[src/rtl/wp_pkg.sv]
package wp_pkg;
  typedef enum logic [1:0] {
    CMD_NONE   = 2'd0,
    CMD_ARRAY  = 2'd1,
    CMD_STATUS = 2'd2,
    CMD_RSVD   = 2'd3
  } cmdKind_e;

  // strobes from control to datapath
  typedef struct packed {
    logic setWen;
    logic clrWen;
    logic grabStatus;
    logic applyStatus;
  } wpStrobe_t;
endpackage

[src/rtl/wp_datapath.sv]
module wp_datapath
  import wp_pkg::*;
#(
  parameter int ADDR_W = 14
) (
  input  logic              clk,
  input  logic              rstN,
  input  wpStrobe_t         strb,
  input  logic [7:0]        wrsrData,
  input  logic [ADDR_W-1:0] addr,
  input  logic              busyIn,
  output logic              wen,
  output logic              wpEn,
  output logic              addrProt,
  output logic [7:0]        statusByte
);
  localparam int MSB = ADDR_W - 1;

  logic       wenQ;
  logic       wpEnQ;
  logic [1:0] bpQ;
  logic [2:0] stageQ;
  logic       unusedBits;

  assign unusedBits = ^{wrsrData[6:4], wrsrData[1:0]};

  always_ff @(posedge clk or negedge rstN) begin
    if (!rstN) begin
      wenQ <= 1'b0;
    end else if (strb.clrWen) begin
      wenQ <= 1'b0;
    end else if (strb.setWen) begin
      wenQ <= 1'b1;
    end
  end

  // persistent bits: only the full reset clears them
  always_ff @(posedge clk or negedge rstN) begin
    if (!rstN) begin
      stageQ <= '0;
      wpEnQ  <= 1'b0;
      bpQ    <= 2'b00;
    end else begin
      if (strb.grabStatus) begin
        stageQ <= {wrsrData[7], wrsrData[3], wrsrData[2]};
      end
      if (strb.applyStatus) begin
        wpEnQ <= stageQ[2];
        bpQ   <= stageQ[1:0];
      end
    end
  end

  always_comb begin
    unique case (bpQ)
      2'b00:   addrProt = 1'b0;
      2'b01:   addrProt = &addr[MSB -: 2];
      2'b10:   addrProt = addr[MSB];
      default: addrProt = 1'b1;
    endcase
  end

  assign wen        = wenQ;
  assign wpEn       = wpEnQ;
  assign statusByte = {wpEnQ, 3'b000, bpQ, wenQ, busyIn};

  // persistent bits move only on an apply strobe
  p_nv_hold_r6: assert property (@(posedge clk) disable iff (!rstN)
    !strb.applyStatus |=> $stable({wpEnQ, bpQ}));
endmodule

[src/rtl/wp_ctrl.sv]
module wp_ctrl
  import wp_pkg::*;
#(
  parameter int WR_CYCLES = 6
) (
  input  logic      clk,
  input  logic      rstN,
  input  logic      softRst,
  input  logic      wrenHit,
  input  logic      wrdiHit,
  input  logic      cmdStart,
  input  cmdKind_e  cmdKind,
  input  logic      csRise,
  input  logic      csAtCommit,
  input  logic      wpN,
  input  logic      lowVcc,
  input  logic      wen,
  input  logic      wpEn,
  input  logic      addrProt,
  output wpStrobe_t strb,
  output logic      busy,
  output logic      arrayCommit,
  output logic      statusCommit
);
  localparam int CNT_W = $clog2(WR_CYCLES + 1);

  cmdKind_e   pendQ;
  logic       cancelQ;
  logic       busyQ;
  logic [CNT_W-1:0] cntQ;
  logic       kindStatusQ;
  logic       aCommitQ;
  logic       sCommitQ;

  logic wpBlock;
  logic cancelNow;
  logic targetOk;
  logic commitOk;
  logic lastTick;

  assign wpBlock   = wpEn && !wpN;
  assign cancelNow = cancelQ || (pendQ == CMD_STATUS && wpBlock);
  assign targetOk  = (pendQ == CMD_STATUS) || (pendQ == CMD_ARRAY && !addrProt);
  assign commitOk  = !busyQ && csRise && csAtCommit && !lowVcc && wen
                     && !cancelNow && targetOk;
  assign lastTick  = busyQ && (cntQ == CNT_W'(1));

  always_comb begin
    strb.setWen      = !softRst && !busyQ && wrenHit;
    strb.clrWen      = softRst || lastTick || (!busyQ && wrdiHit);
    strb.grabStatus  = !softRst && commitOk && (pendQ == CMD_STATUS);
    strb.applyStatus = !softRst && lastTick && kindStatusQ;
  end

  always_ff @(posedge clk or negedge rstN) begin
    if (!rstN) begin
      pendQ       <= CMD_NONE;
      cancelQ     <= 1'b0;
      busyQ       <= 1'b0;
      cntQ        <= '0;
      kindStatusQ <= 1'b0;
      aCommitQ    <= 1'b0;
      sCommitQ    <= 1'b0;
    end else if (softRst) begin
      pendQ       <= CMD_NONE;
      cancelQ     <= 1'b0;
      busyQ       <= 1'b0;
      cntQ        <= '0;
      kindStatusQ <= 1'b0;
      aCommitQ    <= 1'b0;
      sCommitQ    <= 1'b0;
    end else begin
      aCommitQ <= commitOk && (pendQ == CMD_ARRAY);
      sCommitQ <= commitOk && (pendQ == CMD_STATUS);
      if (busyQ) begin
        cntQ <= cntQ - CNT_W'(1);
        if (lastTick) begin
          busyQ <= 1'b0;
        end
      end else if (csRise) begin
        pendQ   <= CMD_NONE;
        cancelQ <= 1'b0;
        if (commitOk) begin
          busyQ       <= 1'b1;
          cntQ        <= CNT_W'(WR_CYCLES);
          kindStatusQ <= (pendQ == CMD_STATUS);
        end
      end else if (cmdStart && cmdKind != CMD_NONE) begin
        if (wen) begin
          pendQ   <= cmdKind;
          cancelQ <= (cmdKind == CMD_STATUS) && wpBlock;
        end else begin
          pendQ   <= CMD_NONE;
          cancelQ <= 1'b0;
        end
      end else begin
        cancelQ <= cancelNow;
      end
    end
  end

  assign busy         = busyQ;
  assign arrayCommit  = aCommitQ;
  assign statusCommit = sCommitQ;

  // nothing commits without the latch set at the chip-select rise
  p_commit_needs_wen_r4: assert property (@(posedge clk) disable iff (!rstN || softRst)
    (aCommitQ || sCommitQ) |-> $past(wen));
  // the latch is clear once a write cycle ends
  p_wen_clear_at_end_r5: assert property (@(posedge clk) disable iff (!rstN)
    $fell(busyQ) |-> !wen);
  // a commit strobe is single and comes with busy
  p_commit_busy_r8: assert property (@(posedge clk) disable iff (!rstN)
    (aCommitQ || sCommitQ) |-> busyQ);
  p_commit_onehot_r8: assert property (@(posedge clk) disable iff (!rstN)
    $onehot0({aCommitQ, sCommitQ}));
endmodule

[src/rtl/wp_status_unit.sv]
module wp_status_unit
  import wp_pkg::*;
#(
  parameter int ADDR_W    = 14,
  parameter int WR_CYCLES = 6
) (
  input  logic              clk,
  input  logic              rstN,
  input  logic              softRst,
  input  logic              wrenHit,
  input  logic              wrdiHit,
  input  logic              cmdStart,
  input  logic [1:0]        cmdKind,
  input  logic              csRise,
  input  logic              csAtCommit,
  input  logic [ADDR_W-1:0] wrAddr,
  input  logic [7:0]        wrsrData,
  input  logic              wpN,
  input  logic              lowVcc,
  output logic [7:0]        statusByte,
  output logic              addrProt,
  output logic              arrayCommit,
  output logic              statusCommit,
  output logic              busy
);
  wpStrobe_t strb;
  logic      wen;
  logic      wpEn;

  wp_ctrl #(.WR_CYCLES(WR_CYCLES)) u_ctrl (
    .clk         (clk),
    .rstN        (rstN),
    .softRst     (softRst),
    .wrenHit     (wrenHit),
    .wrdiHit     (wrdiHit),
    .cmdStart    (cmdStart),
    .cmdKind     (cmdKind_e'(cmdKind)),
    .csRise      (csRise),
    .csAtCommit  (csAtCommit),
    .wpN         (wpN),
    .lowVcc      (lowVcc),
    .wen         (wen),
    .wpEn        (wpEn),
    .addrProt    (addrProt),
    .strb        (strb),
    .busy        (busy),
    .arrayCommit (arrayCommit),
    .statusCommit(statusCommit)
  );

  wp_datapath #(.ADDR_W(ADDR_W)) u_dp (
    .clk       (clk),
    .rstN      (rstN),
    .strb      (strb),
    .wrsrData  (wrsrData),
    .addr      (wrAddr),
    .busyIn    (busy),
    .wen       (wen),
    .wpEn      (wpEn),
    .addrProt  (addrProt),
    .statusByte(statusByte)
  );

  // a protected target never commits
  p_no_prot_commit_r9: assert property (@(posedge clk) disable iff (!rstN || softRst)
    arrayCommit |-> !$past(addrProt));
  // lockout blocks every commit
  p_lockout_r10: assert property (@(posedge clk) disable iff (!rstN || softRst)
    (arrayCommit || statusCommit) |-> !$past(lowVcc));
  // protection fields stay put outside a write cycle
  p_status_stable_r6: assert property (@(posedge clk) disable iff (!rstN)
    !busy |=> $stable(statusByte[7:2]));
endmodule

[config.mk]
export PLATFORM = sky130hd
export DESIGN_NAME = wp_status_unit
export DESIGN_NICKNAME = d
export VERILOG_FILES = /design/src/rtl/wp_pkg.sv /design/src/rtl/wp_datapath.sv /design/src/rtl/wp_ctrl.sv /design/src/rtl/wp_status_unit.sv
export SDC_FILE = /design/constraint.sdc
export NUM_CORES = 1
export LEC_CHECK = 0
export BUFFER_PORTS_ARGS = -buffer_cell sky130_fd_sc_hd__clkbuf_2
export CAP_MARGIN = 10
export CORE_MARGIN = 3
export CORE_UTILIZATION = 47
export CTS_CLUSTER_DIAMETER = 120
export DETAILED_ROUTE_END_ITERATION = 16
export GPL_TIMING_DRIVEN = 0
export PLACE_DENSITY = 0.89
export SLEW_MARGIN = 20
export SYNTH_ARGS = -nofsm -noshare
export SYNTH_HDL_FRONTEND = slang
export SYNTH_SLANG_ARGS = --single-unit
[constraint.sdc]
create_clock -name clk -period 3.8 [get_ports clk]
set_input_delay 0.38 -clock clk [delete_from_list [all_inputs] [get_ports clk]]
set_output_delay 0.38 -clock clk [all_outputs]
set_load 0.02 [all_outputs]
==> metrics.yaml <==
pwr:
  p_leak_nw: 0.5382
  power_uw: 304.5
  powerDensity_nw_per_um2: 286.7
  ir_drop_uv: 208.2
placement:
  place.detailed.hpwl_mm: 1.360
  gp_congestion: 0.8363
  numPortBuffers: 24
sta:
  tns_ps: 0
  skew_ps: 4.512
  max_freq_ghz: 0.5850
  finalHoldViolations: 0
  worst_pin_slew_ps: 521.2
  grt_setup_unrepaired: "no"
  drv_slew: 0
  setup_viol: 0
  period_share_pct: 44.99
  period_needed_ps: 1709
  slew_headroom_pct: 64.99
critical_path:
  r2r_setup_slack_ps: 2090
  r2r_start: "u_dp.wen"
  critical_path_class: "flip-flop to flip-flop"
  cp-start-kind: "flip-flop"
  crit_start: "u_dp.wen"
  worst_r2r_path_depth: 4
  worstPathArrival_ps: 1890
  cp_max_fo: 5
  critPathCaptureType: "flip-flop"
  crit_end: "u_ctrl.cntQ[2]"
  required_ps: 3980
  rr_endpoint: "u_ctrl.cntQ[2]"
yosys:
  ys_seq_elements: 17
  synthAdderAreaFrac_pct: 2.849
  synth_compound_area_share_pct: 20.09
  avgSynthCellArea_um2: 11.12
  synthSimpleGateAreaFrac_pct: 10.97
  yosysSeqAreaShare_pct: 48.43
  ys_warn_count: 0
  synth_top_family_by_area: "compound AO/OA/AOI/OAI gates"
  synth_area_um2: 878.3
  netlist_instances: 79
  synth_xor_area_share_pct: 0.9972
  synth.distinct_cells: 30
  muxShareOfSynthArea_pct: 7.692
global_routing:
  grt_max_degree: 18
  grt-ovfl-total: 0
  grt.busiest_layer: "met2"
  grt_pass1_wl_mm: 2.801
  grt_util_met3_pct: 2.752
  use_met2_pct: 26.79
  antenna_found_initial: 0
  grt_pass1_vias: 701
  grtUsageMet1_pct: 17.18
  track_usage_pct: 14.81
cts:
  ctsResizeCount: 0
  cts_max_path_buffers: 2
  htreeDepth: 1
  clock_tree.root_cell: "clkbuf_4"
  postCtsSetupBuffers: 0
  cts.sinks: 17
  postCtsHoldBufs: 0
  cts_tree: "yes"
  insertion_delay_ps: 280
  cts_buffers: 3
  cts.clk_slew.worst_paths_ps: 100
floorplanning:
  die-area_um2: 2424
  io-pin-count: 46
  design.core.area_um2: 1629
  die_h_um: 49.23
  rows: 14
  start_util_pct: 53.92
  die_x_um: 49.23
layout:
  drive_gt1_share_pct: 40.37
  final_cell_mix: "clkbuf_2, dfrtp_1, inv_1, mux2_2, buf_4"
  area_growth_pct: 20.94
  final_nets: 146
  diodes: 0
  final_common_cell: "clkbuf_2"
  fillers: 136
run_status:
  status: "finished clean"
routing:
  vias_per_cell: 5.316
  drt_iter0_drc: 24
  drc: 0
  routed-via-count: 707
  drtPass1Iterations: 4
  avgRoutedWirePerCell_um: 12.65
  totalWireLength_mm: 1.682
  detail-route-antenna-nets: 0
min_path:
  hold_path.class: "primary input to async pin"
job:
  maxCapViolCount: 0
## synthesized netlist by cell type (all sizes together)
cell / number / area share, %
nor4: 1 / 0.71
a31o: 2 / 2.0
nor2b: 1 / 0.71
o21ai: 3 / 1.7
dfrtp: 17 / 48
and2b: 1 / 1.1
nor3: 1 / 0.57
a32o: 1 / 1.1
a211oi: 1 / 0.86
ha: 2 / 2.8
inv: 6 / 2.6
nor4b: 1 / 1.0
xnor2: 1 / 1.0
nand3: 2 / 1.7
nand2: 5 / 2.1
nor2: 3 / 1.3
nand2b: 1 / 0.71
nand4b: 1 / 1.0
mux2: 6 / 7.7
buf: 6 / 5.1
a22o: 2 / 2.0
a2111oi: 4 / 6.1
a221oi: 2 / 2.0
a41o: 1 / 1.1
a21oi: 4 / 2.3
a21boi: 1 / 0.86
clkbuf: 2 / 0.86
conb: 1 / 0.43
## worst min-delay path by stage
| stage | slack, ps | from | endpoint | depth (start not counted) |
|---|---|---|---|---|
| after floorplan | 80 | rstN | u_ctrl.arrayCommit | 0 |
| after detailed placement | 330 | rstN | u_dp.bpQ[1] | 1 |
| after global placement | 330 | rstN | u_dp.bpQ[1] | 1 |
| after global routing | 30 | rstN | u_ctrl.pendQ[1] | 1 |
| after CTS | 20 | rstN | u_ctrl.pendQ[0] | 1 |
| final | 9 | rstN | u_ctrl.busy | 1 |
## critical path: stages (launching register included)
cell       delay (ps)
dfrtp_1           430
nand4b_1          170
a2111oi_4         480
nand2_1           220
a221oi_1          310
## layout make-up
class                           count  area (um^2)  share of cell area, %
Buffer                              8        52.55                  4.947
Clock buffer                        4        26.28                  2.473
Inverter                            6        22.52                  2.120
Multi-Input combinational cell     50        385.4                  36.28
Sequential cell                    17        425.4                  40.05
Tap cell                           24        30.03                  2.827
Timing Repair Buffer               24        120.1                  11.31
## routing by layer
metal	share of wire, %	up-vias
met1	42	342
li1	-	340
met5	0	-
met3	7.0	2
met2	51	23
met4	0.42	0
## stage by stage
stage               std cells  util [%]  setup slack (ps)  area, um^2  hold slack (ps)
finish                    133     65.21              2091        1062            9.183
global route              133     65.21              1939        1062            31.88
CTS                       133     65.21              2088        1062            21.78
detailed placement        129     63.59              2001        1036            331.0
global placement          129     63.59              2002        1036            325.0
floorplan                  81         -              2239       885.9            84.41
## sequential cells by signal, indices dropped and copies added (netlist names)
signal,cells
u_ctrl.busy,1
u_dp.wpEn,1
u_ctrl.cancelQ,1
u_dp.bpQ,2
u_dp.stageQ,3
u_ctrl.statusCommit,1
u_ctrl.kindStatusQ,1
u_dp.wen,1
u_ctrl.pendQ,2
u_ctrl.arrayCommit,1
u_ctrl.cntQ,3
## kinds of logic (layout without fill, tap and decap cells)
family	after synthesis	in the layout
AO/OA/AOI/OAI	21	21
XOR/XNOR	1	1
adder cells (fa/ha/maj)	2	2
buffers and inverters	14	42
flip-flops	17	17
multiplexers	6	6
other	1	3
AND/OR/NAND/NOR	17	17
## power breakdown
part	switching, mW	internal, mW	total, mW	leakage [nW]
Combinational	0.0151	0.0119	0.0269	0.287
Clock	0.0536	0.0406	0.0942	0.0150
Sequential	0.00142	0.182	0.183	0.237
Total	0.0701	0.234	0.305	0.538
(Power assumes the default switching activity.)
